`src/rtl/vwc_pkg.sv`:
```
package vwc_pkg;

  // Width rule: low two bits dropped, then held inside [4, max_pix].
  function automatic int unsigned fit_hsize(int unsigned raw, int unsigned max_pix);
    int unsigned v;
    v = raw & 32'hFFFF_FFFC;
    if (v < 4) v = 4;
    if (v > max_pix) v = max_pix;
    return v;
  endfunction

  // Height rule: held inside [1, max_lines].
  function automatic int unsigned fit_vsize(int unsigned raw, int unsigned max_lines);
    int unsigned v;
    v = raw;
    if (v < 1) v = 1;
    if (v > max_lines) v = max_lines;
    return v;
  endfunction

  // Stored width of one output row.
  function automatic int unsigned kept_span(int unsigned size, logic halve);
    return halve ? (size >> 1) : size;
  endfunction

  // Last relative coordinate that survives the optional halving.
  function automatic int unsigned last_kept(int unsigned size, logic halve);
    int unsigned top;
    top = size - 1;
    return halve ? (top & 32'hFFFF_FFFE) : top;
  endfunction

  // Frame row after the optional field interleave.
  function automatic int unsigned buf_row(int unsigned orow, logic merge, logic odd);
    return merge ? ((orow << 1) | {31'd0, odd}) : orow;
  endfunction

  function automatic int unsigned lin_addr(int unsigned row, int unsigned col,
                                           int unsigned width);
    return row * width + col;
  endfunction

endpackage

```
`src/rtl/vwc_raster.sv`:
```
module vwc_raster #(
  parameter int COORD_W = 10
) (
  input  logic               clk,
  input  logic               rst_n,
  input  logic               pix_valid,
  input  logic               line_start,
  input  logic               frame_start,
  input  logic               field_odd,
  output logic [COORD_W:0]   cur_col,
  output logic [COORD_W:0]   cur_line,
  output logic               cur_odd,
  output logic               cur_armed
);
  localparam int CNT_W = COORD_W + 1;
  localparam logic [CNT_W-1:0] CNT_MAX = '1;

  logic [CNT_W-1:0] col_q, line_q;
  logic             odd_q, armed_q;

  always_comb begin
    cur_col = (frame_start || line_start) ? '0 : col_q;
    if (frame_start)
      cur_line = '0;
    else if (line_start && line_q != CNT_MAX)
      cur_line = line_q + 1'b1;
    else
      cur_line = line_q;
    cur_odd   = frame_start ? field_odd : odd_q;
    cur_armed = frame_start || armed_q;
  end

  always_ff @(posedge clk or negedge rst_n) begin
    if (!rst_n) begin
      col_q   <= '0;
      line_q  <= '0;
      odd_q   <= 1'b0;
      armed_q <= 1'b0;
    end else begin
      col_q   <= (pix_valid && cur_col != CNT_MAX) ? cur_col + 1'b1 : cur_col;
      line_q  <= cur_line;
      odd_q   <= cur_odd;
      armed_q <= cur_armed;
    end
  end
endmodule

```
`src/rtl/vwc_window.sv`:
```
module vwc_window
  import vwc_pkg::*;
#(
  parameter int COORD_W = 10
) (
  input  logic               pix_valid,
  input  logic               armed,
  input  logic [COORD_W:0]   cur_col,
  input  logic [COORD_W:0]   cur_line,
  input  logic [COORD_W-1:0] cfg_hoff,
  input  logic [COORD_W:0]   cfg_hsize,
  input  logic [COORD_W-1:0] cfg_voff,
  input  logic [COORD_W:0]   cfg_vsize,
  input  logic               cfg_decim,
  output logic               keep,
  output logic               last_pix,
  output logic [COORD_W-1:0] rel_x,
  output logic [COORD_W-1:0] rel_y,
  output logic [COORD_W+1:0] h_sz
);
  localparam int SZ_W    = COORD_W + 2;
  localparam int MAX_DIM = 1 << COORD_W;

  logic [SZ_W-1:0] v_sz, dx, dy, lx, ly;
  logic            in_h, in_v, grid_ok;

  assign h_sz = SZ_W'(fit_hsize(32'(cfg_hsize), MAX_DIM));
  assign v_sz = SZ_W'(fit_vsize(32'(cfg_vsize), MAX_DIM));
  assign lx   = SZ_W'(last_kept(32'(h_sz), cfg_decim));
  assign ly   = SZ_W'(last_kept(32'(v_sz), cfg_decim));

  assign dx = {1'b0, cur_col} - {2'b00, cfg_hoff};
  assign dy = {1'b0, cur_line} - {2'b00, cfg_voff};

  assign in_h    = ({1'b0, cur_col} >= {2'b00, cfg_hoff}) && (dx < h_sz);
  assign in_v    = ({1'b0, cur_line} >= {2'b00, cfg_voff}) && (dy < v_sz);
  assign grid_ok = !cfg_decim || (!dx[0] && !dy[0]);

  assign keep     = pix_valid && armed && in_h && in_v && grid_ok;
  assign last_pix = keep && (dx == lx) && (dy == ly);
  assign rel_x    = dx[COORD_W-1:0];
  assign rel_y    = dy[COORD_W-1:0];
endmodule

```
`src/rtl/vwc_addr.sv`:
```
module vwc_addr
  import vwc_pkg::*;
#(
  parameter int COORD_W = 10,
  parameter int PIX_W   = 8
) (
  input  logic                   clk,
  input  logic                   rst_n,
  input  logic                   keep,
  input  logic                   last_pix,
  input  logic [COORD_W-1:0]     rel_x,
  input  logic [COORD_W-1:0]     rel_y,
  input  logic [COORD_W+1:0]     h_sz,
  input  logic                   cfg_decim,
  input  logic                   cfg_deint,
  input  logic                   odd,
  input  logic [PIX_W-1:0]       pix_data,
  output logic                   wr_en,
  output logic [PIX_W-1:0]       wr_data,
  output logic [2*COORD_W-1:0]   wr_addr,
  output logic                   frame_done
);
  localparam int ADDR_W = 2 * COORD_W;

  logic [COORD_W-1:0] ox, oy;
  logic [ADDR_W-1:0]  nxt_addr;

  assign ox = cfg_decim ? (rel_x >> 1) : rel_x;
  assign oy = cfg_decim ? (rel_y >> 1) : rel_y;
  assign nxt_addr = ADDR_W'(lin_addr(buf_row(32'(oy), cfg_deint, odd), 32'(ox),
                                     kept_span(32'(h_sz), cfg_decim)));

  always_ff @(posedge clk or negedge rst_n) begin
    if (!rst_n) begin
      wr_en      <= 1'b0;
      frame_done <= 1'b0;
      wr_addr    <= '0;
      wr_data    <= '0;
    end else begin
      wr_en      <= keep;
      frame_done <= last_pix;
      if (keep) begin
        wr_addr <= nxt_addr;
        wr_data <= pix_data;
      end
    end
  end
endmodule

```
`src/rtl/vwin_crop_decim.sv`:
```
module vwin_crop_decim #(
  parameter int COORD_W = 10,
  parameter int PIX_W   = 8
) (
  input  logic                 clk,
  input  logic                 rst_n,
  input  logic                 pix_valid,
  input  logic [PIX_W-1:0]     pix_data,
  input  logic                 line_start,
  input  logic                 frame_start,
  input  logic                 field_odd,
  input  logic [COORD_W-1:0]   cfg_hoff,
  input  logic [COORD_W:0]     cfg_hsize,
  input  logic [COORD_W-1:0]   cfg_voff,
  input  logic [COORD_W:0]     cfg_vsize,
  input  logic                 cfg_decim,
  input  logic                 cfg_deint,
  output logic                 wr_en,
  output logic [PIX_W-1:0]     wr_data,
  output logic [2*COORD_W-1:0] wr_addr,
  output logic                 frame_done
);
  logic [COORD_W:0]   cur_col, cur_line;
  logic               cur_odd, cur_armed;
  logic               ev_keep, ev_last;
  logic [COORD_W-1:0] rel_x, rel_y;
  logic [COORD_W+1:0] h_sz;

  vwc_raster #(.COORD_W(COORD_W)) u_raster (
    .clk(clk), .rst_n(rst_n), .pix_valid(pix_valid), .line_start(line_start),
    .frame_start(frame_start), .field_odd(field_odd), .cur_col(cur_col),
    .cur_line(cur_line), .cur_odd(cur_odd), .cur_armed(cur_armed)
  );

  vwc_window #(.COORD_W(COORD_W)) u_window (
    .pix_valid(pix_valid), .armed(cur_armed), .cur_col(cur_col), .cur_line(cur_line),
    .cfg_hoff(cfg_hoff), .cfg_hsize(cfg_hsize), .cfg_voff(cfg_voff),
    .cfg_vsize(cfg_vsize), .cfg_decim(cfg_decim), .keep(ev_keep),
    .last_pix(ev_last), .rel_x(rel_x), .rel_y(rel_y), .h_sz(h_sz)
  );

  vwc_addr #(.COORD_W(COORD_W), .PIX_W(PIX_W)) u_addr (
    .clk(clk), .rst_n(rst_n), .keep(ev_keep), .last_pix(ev_last), .rel_x(rel_x),
    .rel_y(rel_y), .h_sz(h_sz), .cfg_decim(cfg_decim), .cfg_deint(cfg_deint),
    .odd(cur_odd), .pix_data(pix_data), .wr_en(wr_en), .wr_data(wr_data),
    .wr_addr(wr_addr), .frame_done(frame_done)
  );
endmodule

```
`config.mk`:
```
export PLATFORM = sky130hd
export DESIGN_NAME = vwin_crop_decim
export DESIGN_NICKNAME = d
export VERILOG_FILES = /design/src/rtl/vwc_pkg.sv /design/src/rtl/vwc_raster.sv /design/src/rtl/vwc_window.sv /design/src/rtl/vwc_addr.sv /design/src/rtl/vwin_crop_decim.sv
export SDC_FILE = /design/constraint.sdc
export NUM_CORES = 1
export LEC_CHECK = 0
export BUFFER_PORTS_ARGS = -buffer_cell sky130_fd_sc_hd__buf_2
export CORE_ASPECT_RATIO = 0.8
export CORE_MARGIN = 3
export CORE_UTILIZATION = 62
export DETAILED_ROUTE_END_ITERATION = 16
export PLACE_DENSITY_LB_ADDON = 0.25
export SLEW_MARGIN = 20
export SYNTH_ARGS = -nofsm -noshare
export SYNTH_HDL_FRONTEND = slang
export SYNTH_HIERARCHICAL = 1
export SYNTH_SLANG_ARGS = --single-unit
```
`constraint.sdc`:
```
create_clock -name clk -period 11.2 [get_ports clk]
set_input_delay 2.24 -clock clk [delete_from_list [all_inputs] [get_ports clk]]
set_output_delay 2.24 -clock clk [all_outputs]
set_load 0.005 [all_outputs]
```
Word-level counts from Yosys, hierarchy flattened
Index checks and enable logic that the tools add are counted.
{"block": "op_classes", "mux": 15, "reduce_logical": 17, "addsub": 7, "multipliers": 1, "eq_ne": 4, "order_cmp": 8, "bitwise": 1}
{"cell": "2-to-1 mux 11 bit", "n": 6}
{"cell": "2-to-1 mux 12 bit", "n": 3}
{"cell": "> comparator 32 x 11 -> 1 bit (second input constant)", "n": 1}
{"cell": "multiplier 32 x 32 -> 20 bit", "n": 1}
{"cell": "2-to-1 mux 32 bit", "n": 1}
{"cell": "equality test 12 bit", "n": 2}
{"cell": "less-than comparator 12 bit", "n": 2}
{"cell": "subtractor 11 x 10 -> 12 bit", "n": 2}
{"cell": "subtractor 12 x 1 -> 12 bit (second input constant)", "n": 2}
{"cell": "adder 11 x 1 -> 11 bit (second input constant)", "n": 2}
{"cell": "greater-or-equal comparator 11 x 10 -> 1 bit", "n": 2}
{"cell": "!= test 11 bit (second input constant)", "n": 2}
{"cell": "adder 20 x 10 -> 20 bit", "n": 1}
{"cell": "2-to-1 mux 10 bit", "n": 2}
{"cell": "> comparator 11 bit (second input constant)", "n": 1}
{"cell": "logical AND 1 bit", "n": 11}
{"cell": "less-than comparator 11 x 1 -> 1 bit (second input constant)", "n": 1}
{"cell": "less-than comparator 11 x 3 -> 1 bit (second input constant)", "n": 1}
{"cell": "bitwise OR 11 x 1 -> 11 bit", "n": 1}
{"cell": "zero test 1 bit", "n": 3}
{"cell": "logical OR 1 bit", "n": 3}
{"cell": "2-to-1 mux 1 bit", "n": 3}
{"block": "word_totals", "ff_bits": 54, "input_bits": 58}

Logic depth before layout (Yosys ltp)
Gate-level depths: netlist of run 1.
{"block": "depth", "word_depth": 11, "ltp_mapped": 36}

Cells and area by module
The synthesis of run 1 kept the hierarchy.
{"mod": "vwc_addr", "seq_area_each_um2": 750.7, "cells_per_inst": 646, "instances": 1, "area_per_inst_um2": 5864.4}
{"mod": "vwc_window", "seq_area_each_um2": 0.0, "cells_per_inst": 319, "instances": 1, "area_per_inst_um2": 2319.7}
{"mod": "vwc_raster", "seq_area_each_um2": 600.6, "cells_per_inst": 128, "instances": 1, "area_per_inst_um2": 1325.0}

Least setup slack after synthesis of run 1
No wires, ideal clock.
{"block": "synth_timing", "path_type": "input-to-reg", "start": "in line_start", "end": "reg u_addr.wr_addr[17]", "path_slack_ns": 1.753, "t_arrival_ns": 9.322, "stages": 30, "path_buffers": 1, "cell_sequence": "o31ai_4 buf_6 or3_2 a21oi_1 ha_1 a21o_1 a211oi_1 o21a_1 xnor2_1 mux2_2 or2_2 o21ai_0 nor2_1 fa_1 inv_1 fa_1 inv_1 fa_1 fa_1 inv_1 fa_1 inv_1 ha_1 nor3_1 nor2_1 o41ai_1 a31oi_2 a31oi_1 xnor2_1 mux2_4"}
{"block": "synth_between", "elab_chain_len": 9, "word_cells_on_any_way": 26, "cone_classes": "3 x add/sub; 1 x mul; 4 x order compare; 6 x mux; 1 x bitwise; 11 x reduce/logical"}
{"element": "start: declaration", "line_no": "vwin_crop_decim.sv:9", "text": "input logic line_start,"}
{"element": "logical AND 1 bit (*)", "line_no": "vwc_raster.sv:25", "text": "else if (line_start && line_q != CNT_MAX)"}
{"element": "2-to-1 mux 11 bit (*)", "line_no": "vwc_raster.sv:25"}
{"element": "2-to-1 mux 11 bit (*)", "line_no": "vwc_raster.sv:23", "text": "if (frame_start)"}
{"element": "net cur_line[3]", "line_no": "vwin_crop_decim.sv:23", "text": "logic [COORD_W:0] cur_col, cur_line;"}
{"element": "subtractor 11 x 10 -> 12 bit (*)", "line_no": "vwc_window.sv:33", "text": "assign dy = {1'b0, cur_line} - {2'b00, cfg_voff};"}
{"element": "net rel_y[7]", "line_no": "vwin_crop_decim.sv:26", "text": "logic [COORD_W-1:0] rel_x, rel_y;"}
{"element": "2-to-1 mux 10 bit", "line_no": "vwc_addr.sv:29", "text": "assign oy = cfg_decim ? (rel_y >> 1) : rel_y;"}
{"element": "bitwise OR 11 x 1 -> 11 bit", "line_no": "vwc_pkg.sv:35", "text": "return merge ? ((orow << 1) | {31'd0, odd}) : orow;"}
{"element": "2-to-1 mux 32 bit", "line_no": "vwc_pkg.sv:35"}
{"element": "multiplier 32 x 32 -> 20 bit", "line_no": "vwc_pkg.sv:40", "text": "return row * width + col;"}
{"element": "adder 20 x 10 -> 20 bit", "line_no": "vwc_pkg.sv:40"}
{"element": "end signal: assignment", "line_no": "vwc_addr.sv:43", "text": "wr_addr <= nxt_addr;"}
{"element": "end: declaration", "line_no": "vwc_addr.sv:20", "text": "output logic [2*COORD_W-1:0] wr_addr,"}
Mark *: on every way through the listed nets, which the timed path passes. The rest lies on a longest branch.
A chain may end at the register's enable or synchronous reset.

Final worst setup path of run 1
Same ends and word-level chain as after synthesis.

==> results of run 1 <==
[flip-flops by register name (all words and copies together), names as in the netlist]
name,flops
u_addr/wr_addr,20
u_raster/armed_q,1
u_addr/wr_en,1
u_addr/frame_done,1
u_raster/odd_q,1
u_addr/wr_data,8
u_raster/line_q,11
u_raster/col_q,11
[per-layer routing]
| layer | wire, um | global-route usage | part of all wire |
|---|---|---|---|
| met5 | 0 | 0 | 0 |
| met4 | 212 | 0.0566 | 0.0094 |
| met3 | 2150 | 0.0634 | 0.095 |
| met2 | 9280 | 0.413 | 0.41 |
| met1 | 10800 | 0.434 | 0.48 |
[worst reg2reg max path: cells and delay by family, from the launching register on]
family          cells  cell delay [ps]
fa+ha+maj           9             3700
flops               1              430
simple gates        5              730
xor+xnor            3              460
compound gates      8             2620
buf+inv             6              350
mux                 2              590
[cell usage after synthesis (7+ instances only)]
cell type,n
ha_1,92
mux2i_1,28
o21a_1,15
xnor2_1,38
nor3_1,20
nor2_1,78
fa_1,99
a21o_1,11
xor2_1,24
a31oi_1,9
nand4_1,10
dfrtp_1,54
or3_1,8
inv_1,181
nor4_1,7
nand2_1,123
o21ai_0,34
or4_1,7
clkbuf_1,15
and2_1,27
mux2_2,40
nand3_1,15
a21oi_1,31
a211oi_1,12
[power groups by stage]
stage          clock, W  sequential [W]  combinational, W
6_report       0.000169        0.000198           0.00121
5_1_grt        0.000181        0.000198           0.00141
4_1_cts        0.000175        0.000198           0.00121
3_5_place_dp          0        0.000202           0.00120
3_3_place_gp          0        0.000201           0.00117
2_1_floorplan         0        0.000201          0.000963
[layout by cell type (no fill, tap or decap), drive strengths merged, types with 5 or more instances in the layout]
cell | netlist | final
a211oi | 12 | 12
a21o | 12 | 12
a21oi | 32 | 32
a221oi | 6 | 6
a31oi | 10 | 10
and2 | 27 | 27
buf | 15 | 91
clkbuf | 15 | 6
dfrtp | 54 | 54
fa | 99 | 99
ha | 92 | 92
inv | 183 | 184
mux2 | 42 | 42
mux2i | 28 | 28
nand2 | 123 | 123
nand2b | 5 | 5
nand3 | 15 | 15
nand4 | 11 | 11
nor2 | 78 | 78
nor2b | 7 | 7
nor3 | 20 | 20
nor4 | 10 | 10
o21a | 15 | 15
o21ai | 38 | 38
o31ai | 9 | 9
or2 | 6 | 6
or3 | 10 | 10
or4 | 7 | 7
xnor2 | 38 | 38
xor2 | 24 | 24
[path summary, 6_finish.rpt]
path / end / slack [ps] / depth (start not counted)
setup / recovery: u_addr/wr_addr[17] / 970 / 29
hold / removal: u_raster/armed_q / 460 / 1
setup reg to reg: u_addr/wr_addr[17] / 2210 / 33
hold reg to reg: u_raster/armed_q / 460 / 1
max in group asynchronous: u_addr/wr_data[7] / 8640 / 2
min in group asynchronous: u_raster/line_q[4] / 2070 / 2
[kinds of logic after synthesis]
family                     count (synthesis)  share of synthesized area
adders and majority gates                191                      0.329
xor gates and xnor gates                  66                     0.0667
DFF                                       54                      0.142
muxes                                     70                     0.0800
AOI/OAI and AO/OA                        163                      0.120
other                                      1                   0.000394
buffers and inverters                    215                     0.0905
and+or+nand+nor                          333                      0.170
[through the flow]
step / setup WS, ps / std cells / util
detailed placement: 838 / 1339 / 0.686
finish: 969 / 1347 / 0.696
CTS: 1120 / 1347 / 0.696
global placement: 995 / 1339 / 0.686
floorplan: 1750 / 1095 / -
global route: 508 / 1347 / 0.696
[layout make-up]
type                    instances  share of cell area
well taps                     184              0.0226
flip-flops and latches         54               0.133
clock inverters                 2             0.00172
clock buffers                   6              0.0126
repair buffers                 91              0.0462
inverters                     184              0.0678
multi-input cells             826               0.717
==> summary.md, run 1 <==
| Metric | Value |
|---|---|
| Status | `finished clean` |
| WS Path Type | `in -> reg` |
| Multi-input gate area | `0.00730 mm^2` |
| Clk pwr share | `0.107` |
| CTS hold repair buffers | `0` |
| Cell area after layout | `between 0.01 and 0.015 mm^2` |
| Worst hold margin | `about 460 ps` |
| Die Footprint | `0.0169 mm^2` |
| Total Nets Final | `between 1000 and 1500` |
| Worst EP arrival | `10430 ps` |
| Register bit total from synthesis | `54` |
| Part of the power in registers | `0.125` |
| Via count of the first global-routing pass | `approximately 7700` |
| Post-route minimum period | `just over 10000 ps` |
| CTS H-Tree Depth | `2` |
| Port buffer count | `85` |
| Global-route usage over all layers | `0.282` |
| Largest net degree at the start of global routing | `55` |
| Die Ht | `117 um` |
| Max incr delay on CP | `560 ps` |
| P&R area growth vs syn | `7.20%` |
| Top cell by count, worst path | `fa_1` |
| Synth Instances | `1093` |
| Type of the worst min-delay path | `reg -> reg` |
| Starting Density | `0.650` |
| Count of pins over their slew limit | `0` |
| FF/Latch Area | `~0.0014 mm^2` |
| Worst Max-Slew Pin Slew | `roughly 1000 ps` |
| Pwr Total | `0.00158 W` |
| CP Launch Type | `input port` |
| Post-CTS Resized | `0` |
| Clk_lat worst skew | `310 ps` |
| Clock sinks | `between 50 and 60` |
| CTS Buffer Depth | `2` |
| Power Density | `155 mW/mm^2` |
| Placeable Area | `0.0146 mm^2` |
| Mapped Area | `0.00951 mm^2` |
| Syn avg cell area | `8.70 um^2` |
| Die Wd | `around 140 um` |
| Warnings from Yosys | `6` |
| Wire per inst | `around 17 um` |
| Asr flop ratio synth | `1.00` |
| Diodes inserted | `0` |
| Hold_sp | `u_raster/armed_q` |
| DP HPWL | `between 15000 and 20000 um` |
| DRT Wirelength | `22500 um` |
| Global-route wire length before repair | `37800 um` |
| Post-synth top area share | `0.208` |
| # setup viols final | `0` |
| # DRC | `0` |
| Post-Route Skew | `7.48 ps` |
| Post-synth EDFFs | `0` |
| CP required | `between 10000 and 15000 ps` |
| Routed Antenna Nets | `0` |
| GP Congestion | `between 0.9 and 1` |
| IO Pins | `88` |
| Beginning of the worst register-to-register path | `u_raster/line_q[0]` |
| Ys flop type | `dfrtp_1` |
| Postcts setup bufs | `0` |
| Seq/Total Area, Yosys | `0.142` |
| Post-synth top area cell | `fa_1` |
| Synth unique cells | `74` |
| Achievable Freq | `0.0977 GHz` |
| Root buffer cell | `clkbuf_16` |
| Remaining Overflow, GRT | `0` |
| Switching Share | `0.494` |
| Critical Path Start | `line_start` |
| Total negative setup slack | `0 ps` |
| CTS tree | `yes` |
| Delay-heaviest family, CP | `adder cells` |
| DR vias | `7921` |
| Layout cells sized above 1 | `0.144` |
| RSZ-0062 raised after global routing | `false` |
| Top post-synthesis cells by area | `fa_1, dfrtp_1, ha_1, inv_1, nand2_1` |
| Pleak | `5.36 nW` |
| Hold Fails Final Rpt | `0` |
| Number of antenna violations at the first check in global routing | `0` |
| Logic pwr share | `0.768` |
| Int Pwr | `0.000799 W` |
| Number of max-cap violations | `0` |
| Post-placement cell area | `~0.010 mm^2` |
| CP max FO | `11` |
| Drt via density | `5.88` |
| Peak supply drop | `0.184 mV` |
| Fillers | `between 1000 and 1500` |
| Psw | `0.000780 W` |
| First-pass detailed-route iteration total | `5` |
| Number of buffers created by CTS | `5` |
| 1st-iter DRT viols | `646` |
| Buffers and inverters on the worst path | `4` |
| Slowest-stage cell, CP | `xor2_1` |
| Crit share post-route | `0.913` |
| FP Rows | `39` |
| Clk slew on worst S/H paths | `80 ps` |
| Nature of the critical path endpoint | `register` |
| Slew HR | `0.304` |
Power figures use the tool's default switching activity.
==> run 2, diff against run 1 <==
- CORE_MARGIN: 3 -> 4
- PLACE_DENSITY: unset -> 0.87
- PLACE_DENSITY_LB_ADDON: 0.25 -> unset
==> run 2 against run 1 <==
Against the previous run:
- wire length is 3.1% higher
- non-clock buffer count is 1 lower
- via count is 0.54% higher
- power is 0.63% higher
- first-iteration DRC count is 14% higher
- sequential share of layout area hardly changed
- sequential power hardly changed
- clock power hardly changed
- critical path depth is 1 higher
- register-to-register slack hardly changed
- combinational power hardly changed
- cell area hardly changed
==> summary.md, run 2 (synthesis gave the netlist of run 1 again) <==
| Metric | Value |
|---|---|
| Status | `finished clean (unchanged)` |
| Top sig layer | `met4 (unchanged)` |
| Multi-input gate area | `0.00730 mm^2 (unchanged)` |
| Critical Path Start | `line_start (unchanged)` |
| Post-Route Skew | `7.00 ps (was 7.48 ps)` |
| Met3 wire length | `2330 um (was 2150 um)` |
| Pleak | `5.35 nW (was 5.36 nW)` |
| Cell area after layout | `0.0102 mm^2 (about the same)` |
| CP required | `11400 ps (about the same)` |
| Remaining Overflow, GRT | `0 (unchanged)` |
| Worst reg2reg endpoint | `u_addr/wr_addr[16] (was u_addr/wr_addr[17])` |
| Global-route usage over all layers | `0.275 (was 0.282)` |
| Total Nets Final | `1410 (was 1411)` |
| Top reg by flops | `u_addr/wr_addr (unchanged)` |
| Worst Hold End | `u_raster/armed_q (unchanged)` |
| DRT Wirelength | `23200 um (was 22500 um)` |
| Clock sinks | `54 (unchanged)` |
| Root buffer cell | `clkbuf_16 (unchanged)` |
| Placeable Area | `0.0150 mm^2 (was 0.0146 mm^2)` |
| Post-placement cell area | `0.0100 mm^2 (about the same)` |
| Worst EP arrival | `10410 ps (was 10430 ps)` |
| DP HPWL | `18500 um (was 18200 um)` |
| Routed Antenna Nets | `0 (unchanged)` |
| CP Launch Type | `input port (unchanged)` |
| WL met2 | `10100 um (was 9280 um)` |
| Post-CTS Resized | `0 (unchanged)` |
| Drt via density | `5.90 (was 5.88)` |
| # setup viols final | `0 (unchanged)` |
| Global-route wire length before repair | `39300 um (was 37800 um)` |
| Fillers | `1153 (was 1195)` |
| Die Ht | `119 um (was 117 um)` |
| Type of the worst min-delay path | `reg -> reg (unchanged)` |
| Count of pins over their slew limit | `0 (unchanged)` |
| Wire per inst | `17.2 um (was 16.7 um)` |
| WL met1 | `10400 um (was 10800 um)` |
| Power Density | `156 mW/mm^2 (was 155 mW/mm^2)` |
| DR vias | `7964 (was 7921)` |
| Clk_lat worst skew | `310 ps (about the same)` |
| Peak supply drop | `0.154 mV (was 0.184 mV)` |
| CTS Buffer Depth | `2 (unchanged)` |
| Hold Fails Final Rpt | `0 (unchanged)` |
| Top cell by count, worst path | `fa_1 (unchanged)` |
| Number of antenna violations at the first check in global routing | `0 (unchanged)` |
| Post-route minimum period | `10210 ps (was 10230 ps)` |
| Starting Density | `0.633 (was 0.650)` |
| Crit share post-route | `0.912 (was 0.913)` |
| Hold_sp | `u_raster/armed_q (unchanged)` |
| # DRC | `0 (unchanged)` |
| Total negative setup slack | `0 ps (unchanged)` |
| Clk slew on worst S/H paths | `80 ps (about the same)` |
| FF/Latch Area | `0.00135 mm^2 (unchanged)` |
| Beginning of the worst register-to-register path | `u_raster/line_q[0] (unchanged)` |
| P&R area growth vs syn | `7.14% (was 7.20%)` |
| Number of max-cap violations | `0 (unchanged)` |
| Most frequent cells in the layout | `inv_1, nand2_1, fa_1, ha_1, buf_2 (unchanged)` |
| FP Rows | `40 (was 39)` |
| Die Wd | `146 um (was 144 um)` |
| Max reg flops | `20 (unchanged)` |
| Die Footprint | `0.0174 mm^2 (was 0.0169 mm^2)` |
| Nature of the critical path endpoint | `register (unchanged)` |
| First-pass detailed-route iteration total | `6 (was 5)` |
| Max incr delay on CP | `630 ps (was 560 ps)` |
| R2r worst-path depth | `31 (was 33)` |
| Number of buffers created by CTS | `5 (unchanged)` |
| Slew HR | `0.257 (was 0.304)` |
| R2R Setup Slk | `2200 ps (was 2210 ps)` |
| Worst Max-Slew Pin Slew | `1080 ps (was 1040 ps)` |
| CTS tree | `yes (unchanged)` |
| IO Pins | `88 (unchanged)` |
| CP max FO | `11 (unchanged)` |
| Layout cells sized above 1 | `0.143 (was 0.144)` |
| CTS hold repair buffers | `0 (unchanged)` |
| Achievable Freq | `0.0979 GHz (was 0.0977 GHz)` |
| Slowest-stage cell, CP | `xor2_1 (unchanged)` |
| Postcts setup bufs | `0 (unchanged)` |
| Via count of the first global-routing pass | `7989 (was 7691)` |
| RSZ-0062 raised after global routing | `false (unchanged)` |
| Port buffer count | `85 (unchanged)` |
| Commonest non-fill, non-tap cell in the layout | `inv_1 (unchanged)` |
| Worst hold stages | `1 (unchanged)` |
| Worst hold margin | `456 ps (was 463 ps)` |
| Largest net degree at the start of global routing | `55 (unchanged)` |
| Diodes inserted | `0 (unchanged)` |
| WS Path Type | `in -> reg (unchanged)` |
| 1st-iter DRT viols | `738 (was 646)` |
| GP Congestion | `0.971 (was 0.928)` |
| Top Registers | `u_addr/wr_addr: 20 flops, u_raster/col_q: 11 flops, u_raster/line_q: 11 flops (unchanged)` |
| CTS H-Tree Depth | `2 (unchanged)` |
[run 2: cell types whose count changed in the layout (fill, tap and decap cells not counted), sizes merged]
cell	change
clkinv	-1
buf	-1
clkbuf	-1
inv	+1
[run 2: how the worst max path moves through the flow]
stage                               to  slack, ps  depth (start not counted)
global route        u_addr/wr_addr[17]        480                         30
detailed placement  u_addr/wr_addr[17]        850                         30
global placement    u_addr/wr_addr[17]        970                         30
floorplan           u_addr/wr_addr[17]       1750                         30
finish              u_addr/wr_addr[17]        990                         30
CTS                 u_addr/wr_addr[17]       1150                         30
[run 2: layout make-up]
cell class	instances	share of cell area
clock buffers	5	0.0123
repair buffers	90	0.0454
inverters	184	0.0678
clock inverters	2	0.00172
flip-flops and latches	54	0.133
well taps	189	0.0232
multi-input cells	826	0.717
[run 2: power by group]
group          switching (W)  internal [W]  total [W]  leakage, nW
combinational       0.000704      0.000521    0.00123         4.54
clock              0.0000825     0.0000838   0.000166       0.0707
sequential        0.00000124      0.000196   0.000198        0.738
total               0.000788      0.000801    0.00159         5.35
[run 2: critical path: cells and delay by family]
kind | cells | cell delay, ps
AOI/OAI and AO/OA | 9 | 2040
xor gates and xnor gates | 2 | 720
adders and majority gates | 7 | 3220
buffers and inverters | 4 | 340
muxes | 2 | 560
and+or+nand+nor | 6 | 1280
[run 2: routing by layer]
| metal | track usage | vias up |
|---|---|---|
| met5 | 0 | - |
| met4 | 0.0717 | 0 |
| met3 | 0.0594 | 29 |
| met2 | 0.413 | 398 |
| met1 | 0.406 | 3783 |
| li1 | - | 3754 |
[run 2: per-stage QoR]
stage / total power, W / utilization / worst slack (ps) / instances
3_5_place_dp: 0.00140 / 0.669 / 847 / 1343
3_3_place_gp: 0.00136 / 0.669 / 975 / 1343
4_1_cts: 0.00159 / 0.679 / 1150 / 1350
5_1_grt: 0.00179 / 0.679 / 477 / 1350
2_1_floorplan: 0.00116 / - / 1750 / 1095
6_report: 0.00159 / 0.679 / 989 / 1350
